<file path="src/rtl/sar_rd_pkg.sv">
package sar_rd_pkg;

    localparam int RESULT_W = 16;
    localparam int CHAN_W   = 3;

    typedef enum logic {
        RD_IDLE,
        RD_SHIFT
    } rd_state_e;

    // Command byte for the chosen channel count; zero for receive-only parts.
    function automatic logic [7:0] build_cmd(input int num_ch,
                                             input logic [CHAN_W-1:0] ch,
                                             input logic diff);
        logic [7:0]        c;
        logic [CHAN_W-1:0] sel;
        c   = '0;
        sel = ch & CHAN_W'(num_ch - 1);
        if (num_ch == 2) begin
            c[4] = 1'b1;
            c[3] = ~diff;
            c[2] = sel[0];
        end else if (num_ch > 2) begin
            c[6]   = 1'b1;
            c[5]   = ~diff;
            c[4:2] = sel;
        end
        return c;
    endfunction

    // Right shift that aligns the sample inside the 16-bit receive window.
    function automatic int slice_shift(input int num_ch, input int res);
        return (num_ch == 1) ? (13 - res) : (16 - res);
    endfunction

endpackage

</file>
<file path="src/rtl/sar_rd_tick.sv">
module sar_rd_tick #(
    parameter int DIV = 4
) (
    input  logic clk,
    input  logic rst,
    input  logic clr,
    output logic tick
);
    localparam int CNT_W = (DIV > 1) ? $clog2(DIV) : 1;
    localparam logic [CNT_W-1:0] LAST = CNT_W'(DIV - 1);

    logic [CNT_W-1:0] cnt;

    always_ff @(posedge clk) begin
        if (rst || clr || cnt == LAST) cnt <= '0;
        else                           cnt <= cnt + 1'b1;
    end

    assign tick = (cnt == LAST);
endmodule

</file>
<file path="src/rtl/sar_rd_serdes.sv">
module sar_rd_serdes #(
    parameter int CMD_BITS = 8,
    parameter int RX_BITS  = 16
) (
    input  logic               clk,
    input  logic               rst,
    input  logic               start,
    input  logic               tick,
    input  logic [7:0]         cmd_in,
    input  logic               miso,
    output logic               active,
    output logic               sclk,
    output logic               mosi,
    output logic               done,
    output logic [RX_BITS-1:0] rx_word
);
    localparam int TOTAL = CMD_BITS + RX_BITS;
    localparam int CNT_W = $clog2(TOTAL + 1);
    localparam logic [CNT_W-1:0] LAST_BIT = CNT_W'(TOTAL - 1);

    logic [CNT_W-1:0] bit_cnt;
    logic [7:0]       tx_sr;
    logic             in_cmd;

    generate
        if (CMD_BITS == 0) begin : g_rx_only
            assign in_cmd = 1'b0;
        end else begin : g_with_cmd
            assign in_cmd = (bit_cnt < CNT_W'(CMD_BITS));
        end
    endgenerate

    always_ff @(posedge clk) begin
        if (rst) begin
            active  <= 1'b0;
            sclk    <= 1'b0;
            done    <= 1'b0;
            bit_cnt <= '0;
            tx_sr   <= '0;
            rx_word <= '0;
        end else begin
            done <= 1'b0;
            if (start) begin
                active  <= 1'b1;
                sclk    <= 1'b0;
                bit_cnt <= '0;
                tx_sr   <= cmd_in;
                rx_word <= '0;
            end else if (active && tick) begin
                if (!sclk) begin
                    sclk <= 1'b1;
                    if (!in_cmd) rx_word <= {rx_word[RX_BITS-2:0], miso};
                end else begin
                    sclk  <= 1'b0;
                    tx_sr <= {tx_sr[6:0], 1'b0};
                    if (bit_cnt == LAST_BIT) begin
                        active <= 1'b0;
                        done   <= 1'b1;
                    end else begin
                        bit_cnt <= bit_cnt + 1'b1;
                    end
                end
            end
        end
    end

    assign mosi = active & in_cmd & tx_sr[7];

    AST_SCLK_IDLE_LOW: assert property (@(posedge clk) disable iff (rst)
        !active |-> !sclk);
    AST_MOSI_HELD_HIGH: assert property (@(posedge clk) disable iff (rst)
        (sclk && $past(sclk)) |-> $stable(mosi));
endmodule

</file>
<file path="src/rtl/sar_rd_slice.sv">
module sar_rd_slice
    import sar_rd_pkg::*;
#(
    parameter int NUM_CH   = 8,
    parameter int RES_BITS = 12
) (
    input  logic [15:0]         rx_word,
    output logic [RESULT_W-1:0] value
);
    localparam int SHIFT = slice_shift(NUM_CH, RES_BITS);
    localparam logic [15:0] MASK = 16'((32'd1 << RES_BITS) - 1);
    localparam bit SIGNED_OUT = (NUM_CH == 1) && (RES_BITS == 13);
    localparam int LIFT = 16 - RES_BITS;

    generate
        if (SIGNED_OUT) begin : g_signed
            logic signed [15:0] lifted;
            assign lifted = $signed(rx_word << LIFT);
            assign value  = RESULT_W'(lifted >>> LIFT);
        end else begin : g_unsigned
            assign value = RESULT_W'((rx_word >> SHIFT) & MASK);
        end
    endgenerate
endmodule

</file>
<file path="src/rtl/sar_adc_spi_reader.sv">
module sar_adc_spi_reader
    import sar_rd_pkg::*;
#(
    parameter int NUM_CH   = 8,
    parameter int RES_BITS = 12,
    parameter int CLK_DIV  = 4
) (
    input  logic                clk,
    input  logic                rst,
    input  logic                req,
    input  logic [CHAN_W-1:0]   req_chan,
    input  logic                req_diff,
    output logic                busy,
    output logic                result_valid,
    output logic [RESULT_W-1:0] result,
    output logic                spi_sclk,
    output logic                spi_cs_n,
    output logic                spi_mosi,
    input  logic                spi_miso
);
    localparam int CMD_BITS = (NUM_CH > 1) ? 8 : 0;
    localparam int RX_BYTES = (RES_BITS + 7) / 8;
    localparam int RX_BITS  = 8 * RX_BYTES;

    rd_state_e           state;
    logic                start;
    logic                tick;
    logic                active;
    logic                done;
    logic [7:0]          cmd;
    logic [RX_BITS-1:0]  rx_word;
    logic [RESULT_W-1:0] sliced;

    assign start = (state == RD_IDLE) && req;
    assign cmd   = build_cmd(NUM_CH, req_chan, req_diff);

    sar_rd_tick #(.DIV(CLK_DIV)) u_tick (
        .clk  (clk),
        .rst  (rst),
        .clr  (start),
        .tick (tick)
    );

    sar_rd_serdes #(.CMD_BITS(CMD_BITS), .RX_BITS(RX_BITS)) u_serdes (
        .clk     (clk),
        .rst     (rst),
        .start   (start),
        .tick    (tick),
        .cmd_in  (cmd),
        .miso    (spi_miso),
        .active  (active),
        .sclk    (spi_sclk),
        .mosi    (spi_mosi),
        .done    (done),
        .rx_word (rx_word)
    );

    sar_rd_slice #(.NUM_CH(NUM_CH), .RES_BITS(RES_BITS)) u_slice (
        .rx_word (rx_word),
        .value   (sliced)
    );

    always_ff @(posedge clk) begin
        if (rst) begin
            state        <= RD_IDLE;
            result_valid <= 1'b0;
            result       <= '0;
        end else begin
            result_valid <= 1'b0;
            case (state)
                RD_IDLE:  if (req) state <= RD_SHIFT;
                RD_SHIFT: if (done) begin
                    state        <= RD_IDLE;
                    result       <= sliced;
                    result_valid <= 1'b1;
                end
                default:  state <= RD_IDLE;
            endcase
        end
    end

    assign busy     = (state == RD_SHIFT);
    assign spi_cs_n = ~active;

    AST_VALID_ONE_CYCLE: assert property (@(posedge clk) disable iff (rst)
        result_valid |=> !result_valid);
    AST_BUSY_DROP_WITH_VALID: assert property (@(posedge clk) disable iff (rst)
        $fell(busy) |-> result_valid);
    AST_SHIFT_EXITS_WITH_VALID: assert property (@(posedge clk) disable iff (rst)
        busy |=> (busy || result_valid));
    AST_NO_SCLK_WHEN_DESELECTED: assert property (@(posedge clk) disable iff (rst)
        spi_cs_n |-> !spi_sclk);
endmodule

</file>
<file path="config.mk">
export PLATFORM = sky130hd
export DESIGN_NAME = sar_adc_spi_reader
export DESIGN_NICKNAME = d
export VERILOG_FILES = /design/src/rtl/sar_rd_pkg.sv /design/src/rtl/sar_rd_tick.sv /design/src/rtl/sar_rd_serdes.sv /design/src/rtl/sar_rd_slice.sv /design/src/rtl/sar_adc_spi_reader.sv
export SDC_FILE = /design/constraint.sdc
export NUM_CORES = 1
export LEC_CHECK = 0
export BUFFER_PORTS_ARGS = -buffer_cell sky130_fd_sc_hd__buf_2
export CAP_MARGIN = 20
export CORE_MARGIN = 3
export CORE_UTILIZATION = 54
export CTS_CLUSTER_DIAMETER = 30
export DETAILED_ROUTE_END_ITERATION = 8
export GPL_TIMING_DRIVEN = 0
export PLACE_DENSITY = 0.77
export SETUP_SLACK_MARGIN = 0.1
export SYNTH_ARGS = -nofsm -noshare
export SYNTH_HDL_FRONTEND = slang
export SYNTH_SLANG_ARGS = --single-unit
export TNS_END_PERCENT = 20
</file>
<file path="constraint.sdc">
create_clock -name clk -period 2.3 [get_ports clk]
set_clock_uncertainty 0.2 [all_clocks]
set_input_delay 0.46 -clock clk [delete_from_list [all_inputs] [get_ports clk]]
set_output_delay 0.46 -clock clk [all_outputs]
set_load 0.005 [all_outputs]
</file>
# Yosys cells after proc, flatten, opt, wreduce, memory -nomap -nowiden

Cells that the tools add are included.

$add $sub $neg: 2
Equal/unequal tests: 2
Magnitude comparators: 1
Muxes and demuxes: 13
Bitwise operators: 9
Reductions and logical operators: 16

Operator list:

| operator                                                   | number |
|---|---|
| two-way mux 7 bit                                          | 3 |
| two-way mux 1 bit                                          | 9 |
| AND reduction 3 bit                                        | 3 |
| NOT 1 bit                                                  | 7 |
| AND reduction 2 bit                                        | 3 |
| nonzero test 2 bit                                         | 3 |
| adder 5 x 1 -> 5 bit, second input constant                | 1 |
| == test 5 bit, second input constant                       | 1 |
| less-than comparator 5 x 4 -> 1 bit, second input constant | 1 |
| OR reduction 2 bit                                         | 2 |
| OR reduction 4 bit                                         | 1 |
| adder 2 x 1 -> 2 bit, second input constant                | 1 |
| AND 1 bit                                                  | 2 |
| == test 2 bit, second input constant                       | 1 |
| logical AND 1 bit                                          | 2 |
| logical OR 1 bit                                           | 2 |
| one-hot mux 1 bit (2 select lines)                         | 1 |

Register bits: 46
Logic and storage cells: 54

# Logic depth before layout (Yosys ltp)

Depth after elaboration: 5
Mapped depth: 6
Gate-level depth less buffers: 4

# Hierarchy

From an unflattened synthesis, not the netlist that was laid out.

Cell total of the unflattened synthesis: 247
Area total of the unflattened synthesis: 2434.8 um^2

By module, submodules not included:

| module             | instances | cells an instance | area an instance (um^2) |
|---|---|---|---|
| sar_rd_serdes      | 1         | 140               | 1358.8 |
| sar_adc_spi_reader | 1         | 85                | 872.1 |
| sar_rd_slice       | 1         | 17                | 123.9 |
| sar_rd_tick        | 1         | 5                 | 80.1 |

# Least setup slack after synthesis

Ideal clock, no wire load.

Kind: register to output
From: register u_serdes.bit_cnt[3]
To: output spi_mosi
Stages on the path, launching flop included: 4
Buffers on the path: 1
Arrival time: 1010 ps
Setup slack: 630 ps
Cells stage by stage: dfxtp_1 > nor2_1 > buf_1 > and3_1

Cells in the longest elaborated chain, start to end: 3

RTL lines:

| element                             | RTL line                 | source |
|---|---|---|
| start, declared                     | sar_rd_serdes.sv:21      | `logic [CNT_W-1:0] bit_cnt;` |
| start signal, assigned              | sar_rd_serdes.sv:60      | `bit_cnt <= bit_cnt + 1'b1;` |
| less-than comparator 5 x 4 -> 1 bit | sar_rd_serdes.sv:29      | `assign in_cmd = (bit_cnt < CNT_W'(CMD_BITS));` |
| AND 1 bit (2 in a row)              | sar_rd_serdes.sv:67      | `assign mosi = active & in_cmd & tx_sr[7];` |
| end, declared                       | sar_adc_spi_reader.sv:18 | `output logic spi_mosi,` |

Every way passes these cells.

# Worst setup path in the final report

Same ends and word-level chain as after synthesis.

==> impl_metrics.ini <==
[timing]
fmax_mhz = 473
tns_ns = 0
fin_ws_ns = 0.187
drv_slew = 0
period_minus_slack_ns = 2.11
setup_viol = 0
rsz0062_at_grt = no
fin_crit_sh_pct = 91.9
hold_violations = 0

[critical_path]
crit_fanout = 10
crit_required_ns = 1.64
critPathKind = reg -> out
crit_path_start_kind = flop
cp.arrival_ns = 1.45
setup.worst_path.end_class = output pin

[clock_tree]
cts_inserted_buffers = 5
h-tree-depth = 2
clockRootBuffer = clkbuf_4
clock_latency_ns = 0.35
cts_sinks = 46
cts_tree = done
clk_pin_slew_worst_paths_ns = 0.13
cts_max_path_buffers = 2
cts_setup_buffers = 0

[layout]
area_growth_pct = 14.6
fin_nets = 261
layout-drive-gt1-share_pct = 19.0
antenna_cells = 0

[synth]
synth-seq-cells = 46
netlist_top_cells_area = dfxtp_1 (51%), a21oi_1 (11%), nand2_1 (8.0%)
synth_flop_cell = dfxtp_1
synth_cells = 217
synth_edf_count = 0
avgSynthCellArea_sq_um = 8.25
syn_area_sq_um = 1790
synth_cell_type_count = 31
yosys.area.top_type_share_pct = 51.5
async_reset_ff_share_pct = 0
synthMostInstantiatedCell = dfxtp_1
yosys_warnings = 0
yosys.area.top_type = dfxtp_1
synth_top_cells_by_count = dfxtp_1 (46), a21oi_1 (38), nand2_1 (38), o21ai_0 (21), nand3_1 (20)
ys_seq_area_share_pct = 51.5

[grt]
grt_pass1_wl_um = 6150
grt_util_met3_pct = 4.28
use_met1_pct = 26.0
antenna_found_initial = 0
grt_pass1_vias = 1410
use_met2_pct = 28.2
grt.overflow.total = 0
grt_max_degree = 15
grt_usage_pct = 18.6
top_usage_layer = met2

[die]
ioPinCount = 29
rows = 20
die_h_um = 63.6
initial_core_util_pct = 57.7
core_sq_um = 3100
die_w_um = 63.6
die-area_sq_um = 4040

[job]
drv_cap = 0

[routing]
final_antenna_net_count = 0
drcViolationCount = 0
post_drt_wl_per_cell_um = 11.8
vias_per_cell = 5.23
dr.pass1.iters = 4
drt-initial-drc-count = 91
wl_um = 3490
vias = 1547

[power_and_ir_drop]
ir_drop_v = 0.000341
p_per_area_nw_per_um2 = 623
p_leak_nw = 0.777

[min_path]
hold_path_class = in -> reg

[place]
pre_cts_ws_ns = 0.287
place_congestion = 0.789
port_buffers = 24
dpl.hpwl_um = 2430

[run_status]
status = complete, no violations
-- registers in the layout, summed over array words and instances, names as in the netlist --
register,flops
u_serdes.tx_sr,6
u_tick.cnt,2
u_serdes.done,1
u_serdes.rx_word,16
u_serdes.bit_cnt,5
busy,1
u_serdes.sclk,1
u_serdes.active,1
result_valid,1
result,12
-- layer usage --
metal / wire [um] / up-vias
li1: - / 810
met1: 1780 / 692
met2: 1520 / 41
met3: 157 / 4
met4: 32 / 0
met5: 0 / -
-- final cells by class --
cell class                      count  area [sq um]
Multi-Input combinational cell    153           783
Fill cell                         310          1050
Sequential cell                    46           921
Tap cell                           44          55.1
Buffer                             20           104
Timing Repair Buffer               24           120
Clock buffer                        6          51.3
Inverter                            1          3.75
Clock inverter                      2          12.5
-- final timing paths --
path,startpoint,end,slack (ns),cells past startpoint
worst max-delay path,u_serdes.bit_cnt[3],spi_mosi,0.19,4
worst min-delay path,req_chan[0],u_serdes.tx_sr[2],0.14,3
worst max register to register,u_tick.cnt[0],u_serdes.rx_word[12],0.53,5
worst min register to register,u_tick.cnt[0],u_tick.cnt[0],0.24,1
-- placed cells by master, fill, tap and decap left out, drive strengths merged, types with 4 or more instances in the layout --
cell type	instances
a21oi	38
buf	35
conb	4
clkbuf	15
o21ai	21
dfxtp	46
nand3	21
nor2	5
nand2	38
-- stage by stage --
step / power [mW] / hold slack [ns] / utilization [%] / area, sq um / std cells
6_report: 1.28 / 0.138 / 66.1 / 2050 / 296
5_1_grt: 1.33 / 0.142 / 66.1 / 2050 / 296
4_1_cts: 1.29 / 0.130 / 66.0 / 2050 / 296
3_5_place_dp: 0.898 / 0.226 / 63.7 / 1980 / 288
3_3_place_gp: 0.896 / 0.222 / 63.7 / 1980 / 288
2_1_floorplan: 0.877 / 0.208 / - / 1800 / 220
-- kinds of logic after synthesis --
logic type | count (synthesis) | synth area share [%]
flip-flops | 46 | 51.5
buffers and inverters | 21 | 5.80
AO/OA/AOI/OAI | 65 | 19.1
other | 1 | 0.210
adder cells (fa/ha/maj) | 2 | 1.40
AND/OR/NAND/NOR | 82 | 22.0
-- worst max-delay path, cell delays in order, from the launching register on --
cell,delay [ns]
dfxtp_1,0.40
nor2_4,0.21
clkbuf_4,0.22
and3_1,0.17
buf_2,0.11
-- timing repair --
item / 4_1_cts / 5_1_grt
hold buffers: 0 / 0
gates resized for setup: 3 / 1
endpoints found under the setup margin: 1 / 1
-- report_power, final --
part / leakage, nW / internal (mW) / total, mW / switching (mW)
clock: 0.0343 / 0.147 / 0.398 / 0.250
sequential: 0.372 / 0.810 / 0.819 / 0.00972
combinational: 0.370 / 0.0261 / 0.0612 / 0.0351
total: 0.777 / 0.983 / 1.28 / 0.295
Power figures use the tool's default switching activity.
